File: src/rtl/spi_mem_pkg.sv
package spi_mem_pkg;

  localparam logic [7:0] OP_READ  = 8'h13;
  localparam logic [7:0] OP_WRITE = 8'h12;
  localparam logic [7:0] OP_CLEAR = 8'h54;

  typedef enum logic [2:0] {
    ST_IDLE,
    ST_CMD,
    ST_ADDR,
    ST_WR,
    ST_RD,
    ST_SKIP
  } xfer_state_e;

endpackage

File: src/rtl/spi_pin_sync.sv
module spi_pin_sync #(
  parameter int STAGES = 2
) (
  input  logic clk,
  input  logic rst_n,
  input  logic cs_n,
  input  logic sck,
  input  logic si,
  output logic cs_rise,
  output logic cs_fall,
  output logic sck_rise,
  output logic sck_fall,
  output logic si_s
);

  localparam int LANES = 3;
  // lane order {cs_n, sck, si}; chip select idles high
  localparam logic [LANES-1:0] LANE_RST = 3'b100;

  logic [LANES-1:0] pins_in;
  logic [LANES-1:0] synced;
  logic [1:0]       edge_q;

  assign pins_in = {cs_n, sck, si};

  for (genvar g = 0; g < LANES; g++) begin : g_lane
    logic [STAGES-1:0] pipe_q;
    always_ff @(posedge clk or negedge rst_n) begin
      if (!rst_n) pipe_q <= {STAGES{LANE_RST[g]}};
      else        pipe_q <= {pipe_q[STAGES-2:0], pins_in[g]};
    end
    assign synced[g] = pipe_q[STAGES-1];
  end

  always_ff @(posedge clk or negedge rst_n) begin
    if (!rst_n) edge_q <= LANE_RST[2:1];
    else        edge_q <= synced[2:1];
  end

  assign cs_rise  =  synced[2] & ~edge_q[1];
  assign cs_fall  = ~synced[2] &  edge_q[1];
  assign sck_rise =  synced[1] & ~edge_q[0];
  assign sck_fall = ~synced[1] &  edge_q[0];
  assign si_s     =  synced[0];

endmodule

File: src/rtl/spi_addr_map.sv
module spi_addr_map #(
  parameter int AW         = 8,
  parameter int REG_BYTES  = 32,
  parameter int SRAM_BASE  = 32,
  parameter int SRAM_BYTES = 64
) (
  input  logic [AW-1:0] addr,
  output logic [AW-1:0] next,
  output logic          in_reg,
  output logic          in_sram
);

  localparam logic [AW-1:0] REG_LAST   = AW'(REG_BYTES - 1);
  localparam logic [AW-1:0] SRAM_FIRST = AW'(SRAM_BASE);
  localparam logic [AW-1:0] SRAM_LAST  = AW'(SRAM_BASE + SRAM_BYTES - 1);

  assign in_reg  = (addr <= REG_LAST);
  assign in_sram = (addr >= SRAM_FIRST) && (addr <= SRAM_LAST);

  always_comb begin
    if (in_reg)       next = (addr == REG_LAST)  ? '0         : addr + 1'b1;
    else if (in_sram) next = (addr == SRAM_LAST) ? SRAM_FIRST : addr + 1'b1;
    else              next = addr + 1'b1;
  end

endmodule

File: src/rtl/spi_mem_store.sv
module spi_mem_store #(
  parameter int AW         = 8,
  parameter int REG_BYTES  = 32,
  parameter int SRAM_BASE  = 32,
  parameter int SRAM_BYTES = 64
) (
  input  logic          clk,
  input  logic          rst_n,
  input  logic          we,
  input  logic [AW-1:0] waddr,
  input  logic [7:0]    wdata,
  input  logic          clr,
  input  logic [AW-1:0] raddr,
  output logic [7:0]    rdata
);

  localparam int REG_AW  = $clog2(REG_BYTES);
  localparam int SRAM_AW = $clog2(SRAM_BYTES);
  localparam logic [AW-1:0] REG_LAST   = AW'(REG_BYTES - 1);
  localparam logic [AW-1:0] SRAM_FIRST = AW'(SRAM_BASE);
  localparam logic [AW-1:0] SRAM_LAST  = AW'(SRAM_BASE + SRAM_BYTES - 1);

  logic [7:0] regs_q [REG_BYTES];
  logic [7:0] sram_q [SRAM_BYTES];

  logic               w_in_reg, w_in_sram, r_in_reg, r_in_sram;
  logic [SRAM_AW-1:0] woff, roff;

  assign w_in_reg  = (waddr <= REG_LAST);
  assign w_in_sram = (waddr >= SRAM_FIRST) && (waddr <= SRAM_LAST);
  assign r_in_reg  = (raddr <= REG_LAST);
  assign r_in_sram = (raddr >= SRAM_FIRST) && (raddr <= SRAM_LAST);
  assign woff      = SRAM_AW'(waddr - SRAM_FIRST);
  assign roff      = SRAM_AW'(raddr - SRAM_FIRST);

  always_ff @(posedge clk or negedge rst_n) begin
    if (!rst_n) begin
      for (int i = 0; i < REG_BYTES; i++) regs_q[i] <= 8'h00;
    end else if (we && w_in_reg) begin
      regs_q[waddr[REG_AW-1:0]] <= wdata;
    end
  end

  // scratch array has no reset: contents are undefined until cleared
  always_ff @(posedge clk) begin
    if (clr) begin
      for (int i = 0; i < SRAM_BYTES; i++) sram_q[i] <= 8'h00;
    end else if (we && w_in_sram) begin
      sram_q[woff] <= wdata;
    end
  end

  always_comb begin
    if (r_in_reg)       rdata = regs_q[raddr[REG_AW-1:0]];
    else if (r_in_sram) rdata = sram_q[roff];
    else                rdata = 8'h00;
  end


  clear_zero_chk: assert property (@(posedge clk) disable iff (!rst_n)
    clr |=> (sram_q[0] == 8'h00 && sram_q[SRAM_BYTES-1] == 8'h00));


  clear_keeps_regs_chk: assert property (@(posedge clk) disable iff (!rst_n)
    clr |=> ($stable(regs_q[0]) && $stable(regs_q[REG_BYTES-1])));

endmodule

File: src/rtl/spi_mem_slave.sv
module spi_mem_slave
  import spi_mem_pkg::*;
#(
  parameter int SYNC_STAGES = 2,
  parameter int AW          = 8,
  parameter int REG_BYTES   = 32,
  parameter int SRAM_BASE   = 32,
  parameter int SRAM_BYTES  = 64
) (
  input  logic clk,
  input  logic rst_n,
  input  logic cs_n,
  input  logic sck,
  input  logic si,
  input  logic on_battery,
  output logic so,
  output logic so_oe
);

  logic cs_rise, cs_fall, sck_rise, sck_fall, si_s;

  xfer_state_e   state_q;
  logic [2:0]    bitcnt_q, outcnt_q;
  logic [6:0]    shreg_q, out_q;
  logic          is_wr_q, pend_q, so_q, so_oe_q;
  logic [AW-1:0] ptr_q, pend_addr_q, ptr_nxt;
  logic [7:0]    pend_data_q, byte_in, rd_data;
  logic          ptr_in_reg, ptr_in_sram;
  logic          live, shifting, byte_done, rd_step, ptr_adv, mem_we, clr;

  spi_pin_sync #(.STAGES(SYNC_STAGES)) u_sync (
    .clk      (clk),
    .rst_n    (rst_n),
    .cs_n     (cs_n),
    .sck      (sck),
    .si       (si),
    .cs_rise  (cs_rise),
    .cs_fall  (cs_fall),
    .sck_rise (sck_rise),
    .sck_fall (sck_fall),
    .si_s     (si_s)
  );

  spi_addr_map #(
    .AW(AW), .REG_BYTES(REG_BYTES), .SRAM_BASE(SRAM_BASE), .SRAM_BYTES(SRAM_BYTES)
  ) u_map (
    .addr    (ptr_q),
    .next    (ptr_nxt),
    .in_reg  (ptr_in_reg),
    .in_sram (ptr_in_sram)
  );

  spi_mem_store #(
    .AW(AW), .REG_BYTES(REG_BYTES), .SRAM_BASE(SRAM_BASE), .SRAM_BYTES(SRAM_BYTES)
  ) u_store (
    .clk   (clk),
    .rst_n (rst_n),
    .we    (mem_we),
    .waddr (pend_addr_q),
    .wdata (pend_data_q),
    .clr   (clr),
    .raddr (ptr_q),
    .rdata (rd_data)
  );

  assign byte_in   = {shreg_q, si_s};
  assign live      = !on_battery && !cs_rise && !cs_fall;
  assign shifting  = (state_q == ST_CMD) || (state_q == ST_ADDR) || (state_q == ST_WR);
  assign byte_done = live && sck_rise && shifting && (bitcnt_q == 3'd7);
  assign rd_step   = live && sck_fall && (state_q == ST_RD);
  assign ptr_adv   = (byte_done && state_q == ST_WR) || (rd_step && outcnt_q == 3'd0);
  // a held byte is written when the next byte starts or when select ends
  assign mem_we    = pend_q && !on_battery && (cs_rise || (sck_rise && state_q == ST_WR));
  assign clr       = byte_done && (state_q == ST_CMD) && (byte_in == OP_CLEAR);

  always_ff @(posedge clk or negedge rst_n) begin
    if (!rst_n) begin
      state_q     <= ST_IDLE;
      bitcnt_q    <= '0;
      outcnt_q    <= '0;
      shreg_q     <= '0;
      out_q       <= '0;
      is_wr_q     <= 1'b0;
      pend_q      <= 1'b0;
      so_q        <= 1'b0;
      so_oe_q     <= 1'b0;
      ptr_q       <= '0;
      pend_addr_q <= '0;
      pend_data_q <= '0;
    end else if (on_battery || cs_rise) begin
      state_q  <= ST_IDLE;
      bitcnt_q <= '0;
      outcnt_q <= '0;
      pend_q   <= 1'b0;
      so_oe_q  <= 1'b0;
    end else if (cs_fall) begin
      state_q  <= ST_CMD;
      bitcnt_q <= '0;
      outcnt_q <= '0;
      pend_q   <= 1'b0;
      so_oe_q  <= 1'b0;
    end else begin
      if (sck_rise && shifting) begin
        shreg_q  <= byte_in[6:0];
        bitcnt_q <= bitcnt_q + 3'd1;
        pend_q   <= 1'b0;
      end
      if (byte_done) begin
        case (state_q)
          ST_CMD: begin
            if (byte_in == OP_READ) begin
              is_wr_q <= 1'b0;
              state_q <= ST_ADDR;
            end else if (byte_in == OP_WRITE) begin
              is_wr_q <= 1'b1;
              state_q <= ST_ADDR;
            end else begin
              state_q <= ST_SKIP;
            end
          end
          ST_ADDR: begin
            ptr_q   <= byte_in[AW-1:0];
            state_q <= is_wr_q ? ST_WR : ST_RD;
          end
          ST_WR: begin
            pend_q      <= 1'b1;
            pend_addr_q <= ptr_q;
            pend_data_q <= byte_in;
            ptr_q       <= ptr_nxt;
          end
          default: ;
        endcase
      end
      if (rd_step) begin
        so_oe_q <= 1'b1;
        if (outcnt_q == 3'd0) begin
          so_q     <= rd_data[7];
          out_q    <= rd_data[6:0];
          outcnt_q <= 3'd7;
          ptr_q    <= ptr_nxt;
        end else begin
          so_q     <= out_q[6];
          out_q    <= {out_q[5:0], 1'b0};
          outcnt_q <= outcnt_q - 3'd1;
        end
      end
    end
  end

  assign so    = so_q;
  assign so_oe = so_oe_q;


  hiz_hdr_chk: assert property (@(posedge clk) disable iff (!rst_n)
    (state_q == ST_CMD || state_q == ST_ADDR) |-> !so_oe_q);


  batt_quiet_chk: assert property (@(posedge clk) disable iff (!rst_n)
    on_battery |=> !so_oe_q);


  reg_wrap_chk: assert property (@(posedge clk) disable iff (!rst_n)
    (ptr_adv && ptr_in_reg) |=> ptr_in_reg);


  sram_wrap_chk: assert property (@(posedge clk) disable iff (!rst_n)
    (ptr_adv && ptr_in_sram) |=> ptr_in_sram);


  partial_drop_chk: assert property (@(posedge clk) disable iff (!rst_n)
    (cs_rise && state_q == ST_WR && bitcnt_q != 3'd0) |-> !mem_we);


  skip_quiet_chk: assert property (@(posedge clk) disable iff (!rst_n)
    (state_q == ST_SKIP) |-> (!mem_we && !so_oe_q));

endmodule

File: config.mk
export PLATFORM = sky130hd
export DESIGN_NAME = spi_mem_slave
export DESIGN_NICKNAME = d
export VERILOG_FILES = /design/src/rtl/spi_mem_pkg.sv /design/src/rtl/spi_pin_sync.sv /design/src/rtl/spi_addr_map.sv /design/src/rtl/spi_mem_store.sv /design/src/rtl/spi_mem_slave.sv
export SDC_FILE = /design/constraint.sdc
export NUM_CORES = 1
export LEC_CHECK = 0
export ABC_CLOCK_PERIOD_IN_PS = 5300
export CAP_MARGIN = 30
export CORE_MARGIN = 5
export CORE_UTILIZATION = 43
export CTS_BUF_LIST = sky130_fd_sc_hd__clkbuf_16
export CTS_CLUSTER_DIAMETER = 50
export DETAILED_ROUTE_END_ITERATION = 16
export PLACE_DENSITY_LB_ADDON = 0.05
export RECOVER_POWER = 50
export SYNTH_ARGS = -nofsm -noshare
export SYNTH_HDL_FRONTEND = slang
export SYNTH_SLANG_ARGS = --single-unit
export TNS_END_PERCENT = 5
File: constraint.sdc
create_clock -name clk -period 5.3 [get_ports clk]
set_clock_uncertainty 0.15 [all_clocks]
set_input_delay 1.06 -clock clk [delete_from_list [all_inputs] [get_ports clk]]
set_output_delay 1.06 -clock clk [all_outputs]
set_load 0.01 [all_outputs]
Yosys cells after proc, flatten, opt, wreduce, memory -nomap -nowiden
Memory sizes are Yosys's and may differ from the RTL's.
Index checks and enable logic that the tools add are counted.

storage, ports and cells
  memory bits (writable) = 512
  word-level logic and storage cells = 173
  output and inout bits = 2
  flip-flop bits (word level) = 315
  latch bits = 0
  bits of input ports = 6
  ROM bits = 0
  memories kept = 1

operators by class
  reductions and logical operators = 38
  shifts and indexed selects = 0
  div/mod/pow operators = 0
  add/subtract/negate cells = 5
  magnitude comparators = 9
  bitwise operators = 12
  muxes and demuxes = 50
  eq/ne operators = 10
  multiply operators = 0

memory list
  name            words  width  rd ports  clocked after memory_dff  wr ports  line                 RTL
  u_store.sram_q  64     8      1         0                         64        spi_mem_store.sv:24  logic [7:0] sram_q [SRAM_BYTES];

operator list
  kind                                                            number
  bitwise mux 256 bit                                             1
  2-to-1 mux 8 bit                                                13
  binary-select mux 8 bit (select 5 bit)                          1
  demux 8 bit (select 5 bit)                                      1
  2-to-1 mux 3 bit                                                13
  equality test 8 x 5 -> 1 bit, second input constant             3
  logical AND 1 bit                                               18
  2-to-1 mux 1 bit                                                17
  equality test 8 x 7 -> 1 bit, second input constant             2
  >= comparator 8 x 6 -> 1 bit, second input constant             2
  less-or-equal comparator 8 x 5 -> 1 bit, second input constant  2
  less-or-equal comparator 8 x 7 -> 1 bit, second input constant  2
  one-hot mux 8 bit (2 select lines)                              1
  >= comparator 6 bit, second input constant                      2
  inverter 5 -> 6 bit                                             2
  subtractor 6 bit, second input constant                         2
  nonzero test 3 bit                                              3
  adder 8 x 1 -> 8 bit, second input constant                     1
  OR reduction 8 bit                                              1
  2-to-1 mux 7 bit                                                1
  equality test 3 x 2 -> 1 bit, second input constant             2
  equality test 3 bit, second input constant                      2
  < comparator 6 x 1 -> 1 bit, second input constant              1
  2-to-1 mux 6 bit                                                1
  other kinds (15)                                                30

Logic depth before layout (Yosys ltp)
Gate-level depths: netlist of run 1.

  depth in word-level cells = 14
  gate-level depth with buffers = 11
  depth with buffers taken out = 8

Hierarchy
Synthesis of run 1 repeated with hierarchy kept, for this count alone.

second synthesis, totals
  cell total of the unflattened synthesis = 2,604
  area, all modules = 38,523.2 um2

by module, submodules not included
  module         cells each  times used  seq. area each (um2)  area an instance (um2)
  spi_mem_store  2,358       1           21,780.9              35,739.3
  spi_mem_slave  204         1           1,276.2               2,353.5
  spi_pin_sync   12          1           203.9                 239.0
  spi_addr_map   30          1           0.0                   191.4

Worst setup path after synthesis of run 1
OpenSTA, ideal clock, no wires.

  path type = input to register
  start point = in on_battery
  end point = mem u_store.sram_q[38][0] (enable)
  arrival = 2,734 ps
  slack = 2,087 ps
  setup time = 329 ps
  required time = 4,821 ps
  buffers on the path = 2
  stages = 6
  cells stage by stage = or4b_1 nor3b_2 clkbuf_1 buf_2 nand2_1 nand2_1

RTL lines
  item             line                 RTL
  start, declared  spi_mem_slave.sv:15  input logic on_battery,
  end, declared    spi_mem_store.sv:24

==> out/results.txt, run 1 <==
Outcome: finished clean
Syn Area/Cell: 14.24 sq um
Antenna Cells: 0
CP max-delay cell: nor3b_1
Worst-Skew Late Latency: 690 ps
Part of the power in registers: 47.9%
Final Hold Viols: 0
Worst setup margin: 1039 ps
Required time worst endpoint: 5480 ps
Slew @ Worst Pin: 1322 ps
Register area: 0.02330 sq mm
Die height: 309.1 um
Setup Slack @ Placement: 1200 ps
Syn Inst Count: 2701
Final WL: 111.4 mm
Most frequent cells after synthesis: and3_1, edfxtp_1, dfrtp_1
Row cnt: 109
Multi-input gate area: 0.01406 sq mm
Worst path top cell family by delay: simple AND/OR/NAND/NOR gates
Vias: 23.57k
Placed Instance Area: 0.03978 sq mm
Slew Viols, Final: 0
Fmax: 234.7 MHz
CTS tree: built
Clock Sinks: 827
Seq/Total Area, Yosys: 60.47%
Io pins: 8
Synth Cell Area: 0.03847 sq mm
Avg Vias per Cell: 6.046
Hold Path Class: in -> async
H-tree depth: 3
Die width: 309.1 um
Area leader, netlist: edfxtp_1
Syn-to-layout area delta: 12.81%
Drt drc: 0
Die ar.: 0.09554 sq mm
Async set-reset flop share out of synthesis: 38.09%
Clock buffer count from CTS: 112
Crit path DAT: 4440 ps
Post-route cell area: 0.04339 sq mm
Post-Syn Nets: 2713
Synth top area cells: edfxtp_1, dfrtp_1, mux4_2
Grt total ovfl: 0
RSZ-0062 raised after global routing: no
Vias in the first global route: 23.53k
Core Area: 0.08865 sq mm
Setup tns final: 0 ps
Postcts setup bufs: 0
PwrDens: 327.7 mW/mm^2
Relative slew slack: 11.87%
Internal: 11.17 mW
Final setup viols: 0
Number of gates resized after CTS: 0
Sw Pwr: 3.049 mW
Max-Cap Viols: 0
Longest Clk Path Bufs: 3
Static leakage: 17.12 nW
Critical path type: in -> reg
#FFs+latches synth: 827
Fillers: 7502
Synth Flop Type: edfxtp_1
Most frequent CP cell: nand2_1
Largest net degree at the start of global routing: 128
Post-synth EDFFs: 512
Critical Path Source Type: primary input
DRT iter0 DRCs: 2646
Minimum clock period: 4261 ps
Crit path buffers/inverters: 2
Crit path max fanout: 26
TritonRoute pass-1 iters: 5
Synth unique cells: 65
Gp weighted congestion: 0.8616
Worst Setup End Kind: register
Root buf cell: clkbuf_16
VDD IR-drop max: 214.6 uV
Ys Warns: 0
Fraction of layout cells with a size suffix above 1: 23.19%
Final period util: 80.39%
ANT nets after route: 0
Switching share of power: 21.44%
Nets: 2649
Hold-fix buffers, CTS: 0
Dpl hpwl: 71.32 mm
Initial Util: 43.39%
Top-count cell post-synth: and3_1
First-pass GRT wire length: 165.1 mm
Comb pwr share: 0.5%
Initial antenna violation count: 2
Routed wire length per instance: 28.57 um
Buffers on Ports: 7
GRT Util Overall: 23.26%
Top-area cell type share of the netlist area: 39.97%
Worst path max stage delay: 870 ps
Critical-path cell list: dlygate4sd3_1 > or4b_1 > nor3b_1 > clkbuf_1 > nand2_1 > nand2_1
Worst-path clk slew: 60 ps
Clock share of power: 51.6%
## cell type report
cell class / count / area share [%]
clock buffers: 113 / 6.516
repair buffers: 94 / 2.010
clock inverters: 98 / 1.938
flip-flops and latches: 827 / 53.70
multi-input cells: 1593 / 32.40
inverters: 9 / 0.07785
well taps: 1165 / 3.359
## cell usage in the layout, fill, tap and decap left out, drive strengths merged, types with 6 or more instances in the layout
cell type,instances
clkinvlp,8
o21ai,31
edfxtp,512
o22ai,20
nor2b,9
nand2,187
ha,6
nor3,17
nand3,10
dfrtp,312
and2,7
nand3b,7
dlygate4sd3,6
mux4,174
clkbuf,120
nor2,87
a211oi,12
and3,519
o211ai,7
mux2,292
a21oi,23
clkinv,43
nand4,9
or3,7
nand2b,12
buf,81
a22oi,18
inv,47
bufinv,9
mux2i,70
## registers in the layout (all words and copies together) (netlist names)
name                  cells
ptr_q                     8
so_oe                     1
is_wr_q                   1
state_q                   3
u_sync.edge_q             2
outcnt_q                  3
so                        1
u_store.sram_q          512
shreg_q                   7
bitcnt_q                  3
u_store.regs_q          256
u_sync.g_lane.pipe_q      6
out_q                     7
pend_addr_q               8
pend_q                    1
pend_data_q               8
## metal layers
metal | share of wire (%) | GRT usage [%]
met1 | 46 | 35.43
met2 | 45 | 35.40
met3 | 6.0 | 3.396
met4 | 2.6 | 6.079
met5 | 0.017 | 0
## worst paths after layout
kind                                                 startpoint                                    to  slack, ps  cells past startpoint
setup / recovery                                     on_battery   u_store.sram_q[15][1]$_SDFFCE_PN0P_       1040                      6
hold / removal                                            rst_n        u_store.regs_q[17]$_DFFE_PN0P_        200                      1
setup reg to reg                         state_q[2]$_DFFE_PN0P_   u_store.sram_q[15][1]$_SDFFCE_PN0P_       1240                      7
hold reg to reg            u_sync.g_lane[1].pipe_q[0]$_DFF_PN0_  u_sync.g_lane[1].pipe_q[1]$_DFF_PN0_        210                      0
max in group asynchronous                                 rst_n        u_store.regs_q[85]$_DFFE_PN0P_       3660                      2
min in group clk           u_sync.g_lane[1].pipe_q[0]$_DFF_PN0_  u_sync.g_lane[1].pipe_q[1]$_DFF_PN0_        210                      0
## cells by family (layout without fill, tap and decap cells)
logic type	Yosys count	count (layout)	synth area share [%]
xor+xnor	5	5	0.1139
flops	827	827	60.47
mux	536	536	20.56
compound gates	154	154	2.713
simple gates	891	891	12.95
buf+inv	281	314	2.970
fa+ha+maj	7	7	0.2212
## metrics by stage
stage	util (%)	hold slack (ps)	power, mW	std cells
4_1_cts	49.01	196.0	14.37	3898
6_report	48.95	199.5	14.22	3899
3_5_place_dp	44.87	199.1	7.007	3687
5_1_grt	48.95	219.3	14.66	3899
2_1_floorplan	-	181.2	6.943	2701
3_3_place_gp	44.84	194.6	7.005	3686
## power by group through the flow
stage	clock network (mW)	registers [mW]	logic [mW]
after floorplan	0	6.93	0.0115
after global placement	0	6.94	0.0696
after detailed placement	0	6.94	0.0715
after CTS	7.49	6.81	0.0718
after global routing	7.78	6.81	0.0796
final	7.34	6.81	0.0666
## worst register-to-register path: cells and delay by family, from the launching register on
kind                   cells  cell delay [ps]
AND/OR/NAND/NOR            5             2230
buffers and inverters      1              770
flip-flops                 1              430
AO/OA/AOI/OAI              1              130
No activity file was read; power rests on OpenSTA's default activity.
==> inputs of run 2 (changes only) <==
Settings changed: ABC_CLOCK_PERIOD_IN_PS 5300 to 3700.
Clock period 5.3 ns to 3.7 ns, I/O delays scaled along.
==> run 2 against run 1 <==
The flow now finishes with violations (max-capacitance violations, max-slew violations). Core utilization rose by 1.6 points. Sequential share of layout area is 1.7 points lower. Non-clock buffer count increased by 133. Cell count is 3.4% higher. Worst hold slack gained 6.6 ps. Sequential power grew 43%. Flip-flop and latch count stayed put. Count of clock-buffer cells in the layout fell by 2. Routed wire length up 0.93%. Setup slack worse by 730 ps. Cell area is 3.3% higher. Critical path type is now reg -> reg. Critical endpoint is now u_store.sram_q[24][3]$_SDFFCE_PN0P_.
==> out/results.txt, run 2 (synthesis results as in run 1) <==
Outcome: finished, violations left
Failing checks: max-capacitance violations, max-slew violations
Worst Setup End Kind: register
Longest Clk Path Bufs: 3
Core Area: 0.08865 sq mm
Top flop regs: u_store.sram_q x512, u_store.regs_q x256
Initial Util: 43.39%
Setup Slack @ Placement: 226.8 ps
TritonRoute pass-1 iters: 5
ANT nets after route: 0
Post-route cell area: 0.04484 sq mm
Final Hold Viols: 0
Required time worst endpoint: 4100 ps
Clock Sinks: 827
Placed Instances: 3820
Final hold slack: 206.1 ps
Register-to-Register Path Depth: 8
VDD IR-drop max: 330.1 uV
PwrDens: 465.7 mW/mm^2
Hold-fix buffers, CTS: 1
Met2 usage: 37.46%
Placed Instance Area: 0.04113 sq mm
Commonest non-fill, non-tap cell in the layout: and3_1
Root buf cell: clkbuf_16
WHS Endpoint: u_sync.g_lane[0].pipe_q[1]$_DFF_PN0_
Static leakage: 17.90 nW
Final period util: 91.70%
Tot Pwr: 20.88 mW
Avg Vias per Cell: 5.950
Drt drc: 0
Critical Path Source Type: register
Critical path type: reg -> reg
Max reg flops: 512
Grt met1 use: 34.67%
Final Util: 50.58%
Dpl hpwl: 73.22 mm
Grt total ovfl: 0
Relative slew slack: -70.41%
Final WL: 112.4 mm
Hold Path Class: reg -> reg
Vias in the first global route: 24.64k
Fmax: 294.7 MHz
Fraction of layout cells with a size suffix above 1: 26.00%
Crit path DAT: 3790 ps
Worst setup margin: 307.2 ps
H-tree depth: 3
Max-Cap Viols: 1
Io pins: 8
Setup tns final: 0 ps
First-pass GRT wire length: 167.8 mm
GR Util met3: 3.410%
Largest net degree at the start of global routing: 95
Initial antenna violation count: 3
Worst-path clk slew: 60 ps
Hold_sp: u_sync.g_lane[0].pipe_q[0]$_DFF_PN0_
FF-to-FF setup slack: 310 ps
Most frequent cells in the layout: and3_1, edfxtp_1, dfrtp_1
CTS tree: built
R2r startpoint: state_q[2]$_DFFE_PN0P_
CP max-delay cell: or4b_1
Minimum clock period: 3393 ps
Fillers: 7570
RSZ-0062 raised after global routing: no
Crit path max fanout: 43
Die ar.: 0.09554 sq mm
Die height: 309.1 um
Worst-Skew Late Latency: 690 ps
Post-Layout Cell Count: 4031
Postcts setup bufs: 0
Nets: 2781
Top Usage Layer GRT: met2
RR Endpoint: u_store.sram_q[24][3]$_SDFFCE_PN0P_
DRT iter0 DRCs: 2308
Worst path max stage delay: 640 ps
Syn-to-layout area delta: 16.57%
Final setup viols: 0
Number of gates resized after CTS: 0
GRT Util Overall: 23.57%
Buffers on Ports: 7
Gp weighted congestion: 0.8674
Slew Viols, Final: 93
Vias: 23.98k
Critical-path cell list: nor3b_1 > a32oi_1 > or4b_1 > nor3b_1 > buf_12 > buf_12 > clkbuf_4 > and3_1
Slew @ Worst Pin: 2556 ps
Die width: 309.1 um
Worst Hold Path Cells: 0
Row cnt: 109
Clock buffer count from CTS: 111
Routed wire length per instance: 27.89 um
Largest reg by FF count: u_store.sram_q
[run 2: area by class of cell]
type                            count  area, sq um  share of cell area, %
Inverter                            9        33.78                0.07534
Sequential cell                   827        23300                  51.97
Antenna cell                        1        2.502               0.005581
Multi-Input combinational cell   1593        14010                  31.24
Clock buffer                      111         2778                  6.195
Tap cell                         1165         1458                  3.251
Timing Repair Buffer              227         2166                  4.830
Clock inverter                     98         1092                  2.436
[run 2: worst max-delay path, delay by kind of cell, from the launching register on]
family	cells	cell delay, ps
simple gates	4	1660
buf+inv	3	820
flops	1	430
compound gates	1	170
[run 2: worst max path at each step]
stage,start,endpoint,slack [ps],cells after the start
6_report,state_q[2]$_DFFE_PN0P_,u_store.sram_q[24][3]$_SDFFCE_PN0P_,310,8
5_1_grt,rst_n,u_store.regs_q[72]$_DFFE_PN0P_,120,3
4_1_cts,ptr_q[0]$_DFFE_PN0N_,out_q[0]$_DFFE_PN0P_,360,8
3_5_place_dp,on_battery,u_store.sram_q[21][3]$_SDFFCE_PN0P_,230,7
3_3_place_gp,on_battery,u_store.sram_q[17][2]$_SDFFCE_PN0P_,240,7
2_1_floorplan,on_battery,u_store.sram_q[38][0]$_SDFFCE_PN0P_,810,6
[run 2: power breakdown]
group	switching [mW]	leakage (nW)	internal, mW
Combinational	0.0800	8.10	0.0201
Sequential	0.0122	7.88	9.74
Clock	4.35	1.92	6.68
Total	4.44	17.9	16.4
[run 2: metal layers]
| metal | wire (um) | vias to the layer above | share of wire, % |
|---|---|---|---|
| li1 | - | 10460 | - |
| met1 | 51270 | 12660 | 46 |
| met2 | 52350 | 704 | 47 |
| met3 | 6055 | 158 | 5.4 |
| met4 | 2733 | 0 | 2.4 |
| met5 | 0 | - | 0 |
==> inputs of run 3 (changes only) <==
Settings changed: CTS_CLUSTER_SIZE from default to 12, SLEW_MARGIN from default to 5.
==> run 3 against run 2 <==
The flow still finishes with violations (max-capacitance violations, max-slew violations). Worst hold slack improved by 3.2 ps. Routed wire length rose by 0.20%. Cell count shrank 0.37%. Via count rose by 0.44%. Power down 1.9%. Clock power fell by 4%. Count of clock-buffer cells in the layout is the same. Non-clock buffer count stayed put. Core utilization is 0.18 points lower. Register-to-register slack worse by 60 ps. Setup slack worse by 59 ps. Flip-flop and latch count stayed put. Critical path type unchanged. Largest cell class unchanged. Largest power group unchanged.
==> out/results.txt, run 3 (synthesis results as in run 1) <==
Outcome: finished, violations left
Failing checks: max-capacitance violations, max-slew violations
TritonRoute pass-1 iters: 5
Required time worst endpoint: 4080 ps
Gp weighted congestion: 0.8674
Register area: 0.02330 sq mm
Commonest non-fill, non-tap cell in the layout: and3_1
Routed wire length per instance: 28.05 um
Critical path origin: state_q[2]$_DFFE_PN0P_
Final Hold Viols: 0
Max reg flops: 512
Relative slew slack: -72.56%
DRT iter0 DRCs: 2348
Clock buffer count from CTS: 106
Final setup viols: 0
FF-to-FF setup slack: 250 ps
Static leakage: 17.84 nW
Critical path type: reg -> reg
Root buf cell: clkbuf_16
Post-Layout Cell Count: 4016
Critical Path Source Type: register
RR Endpoint: u_store.regs_q[24]$_DFFE_PN0P_
Slew @ Worst Pin: 2588 ps
Row cnt: 109
Initial antenna violation count: 3
Max-Cap Viols: 1
Final WL: 112.6 mm
Vias in the first global route: 24.60k
H-tree depth: 3
Fillers: 7540
Largest reg by FF count: u_store.sram_q
Die width: 309.1 um
Worst Setup End Kind: register
Dpl hpwl: 73.27 mm
Grt total ovfl: 0
Drt drc: 0
Nets: 2776
Io pins: 8
CTS tree: built
Tot Pwr: 20.48 mW
Buffers on Ports: 7
Fraction of layout cells with a size suffix above 1: 26.18%
Crit path to: u_store.regs_q[24]$_DFFE_PN0P_
VDD IR-drop max: 380.2 uV
Hold_sp: u_sync.g_lane[1].pipe_q[0]$_DFF_PN0_
Multi-input gate area: 0.01406 sq mm
Longest Clk Path Bufs: 3
Crit path max fanout: 32
Die ar.: 0.09554 sq mm
Initial Util: 43.39%
Minimum clock period: 3452 ps
Die height: 309.1 um
Syn-to-layout area delta: 16.15%
Worst-Skew Late Latency: 670 ps
Top flop regs: u_store.sram_q x512, u_store.regs_q x256
Slew Viols, Final: 92
Core Area: 0.08865 sq mm
Largest net degree at the start of global routing: 95
Worst-path clk slew: 60 ps
RSZ-0062 raised after global routing: no
Avg Vias per Cell: 5.998
Fmax: 289.7 MHz
Clock Sinks: 827
Placed Instances: 3820
GRT Util Overall: 23.58%
Setup tns final: 0 ps
First-pass GRT wire length: 167.9 mm
Vias: 24.09k
Most frequent cells in the layout: and3_1, edfxtp_1, dfrtp_1
Postcts setup bufs: 0
Crit path DAT: 3830 ps
Final hold slack: 209.3 ps
Hold Path Class: reg -> reg
Final period util: 93.29%
R2r startpoint: state_q[2]$_DFFE_PN0P_
PwrDens: 458.3 mW/mm^2
ANT nets after route: 0
Register-to-Register Path Depth: 7
==> run 3: final cells by class <==
class                      count  area share, %
antenna                        1       0.005601
clock buffer                 111          6.217
clock inverter                83          1.974
inverter                       9        0.07562
multi-input combinational   1593          31.47
sequential                   827          52.16
tap                         1165          3.263
timing repair buffer         227          4.839
==> run 3: per-stage QoR <==
stage	util (%)	area (sq um)	setup slack (ps)
6_report	50.40	44680	248.2
5_1_grt	50.40	44670	107.6
4_1_cts	50.53	44800	329.1
3_5_place_dp	46.39	41130	220.4
3_3_place_gp	46.33	41070	243.0
2_1_floorplan	-	38470	806.8
==> run 3: how the worst min path moves through the flow <==
stage	slack (ps)	end	depth (start not counted)
2_1_floorplan	180	u_sync.g_lane[0].pipe_q[1]$_DFF_PN0_	0
3_3_place_gp	200	u_sync.g_lane[0].pipe_q[1]$_DFF_PN0_	0
3_5_place_dp	190	u_sync.g_lane[0].pipe_q[1]$_DFF_PN0_	0
4_1_cts	210	u_sync.g_lane[2].pipe_q[1]$_DFF_PN1_	0
5_1_grt	210	u_sync.g_lane[2].pipe_q[1]$_DFF_PN1_	0
6_report	210	u_sync.g_lane[1].pipe_q[1]$_DFF_PN0_	0
==> run 3: worst max-delay path: stages, from the launching register on <==
cell      delay, ps
dfrtp_1         420
nor3b_1         370
a32oi_1         170
or4b_1          660
nor3_4          180
clkbuf_4        510
nand2_1         440
mux2_2          390
==> run 3: power breakdown <==
group          switching (mW)  internal [mW]  total [mW]
combinational          0.0803         0.0214       0.102
sequential             0.0118           9.74        9.75
clock                    4.11           6.51        10.6
==> run 3: timing repair <==
action | CTS | global route
hold endpoints to repair | 67 | 0
resized for setup | 0 | 0
hold buffers | 1 | 0
==> run 3: routing by layer <==
layer	GRT usage, %	wire, um	up-vias
li1	-	-	10430
met1	34.79	51420	12810
met2	37.62	52900	711
met3	2.629	5580	141
met4	6.466	2737	0
met5	0	0	-
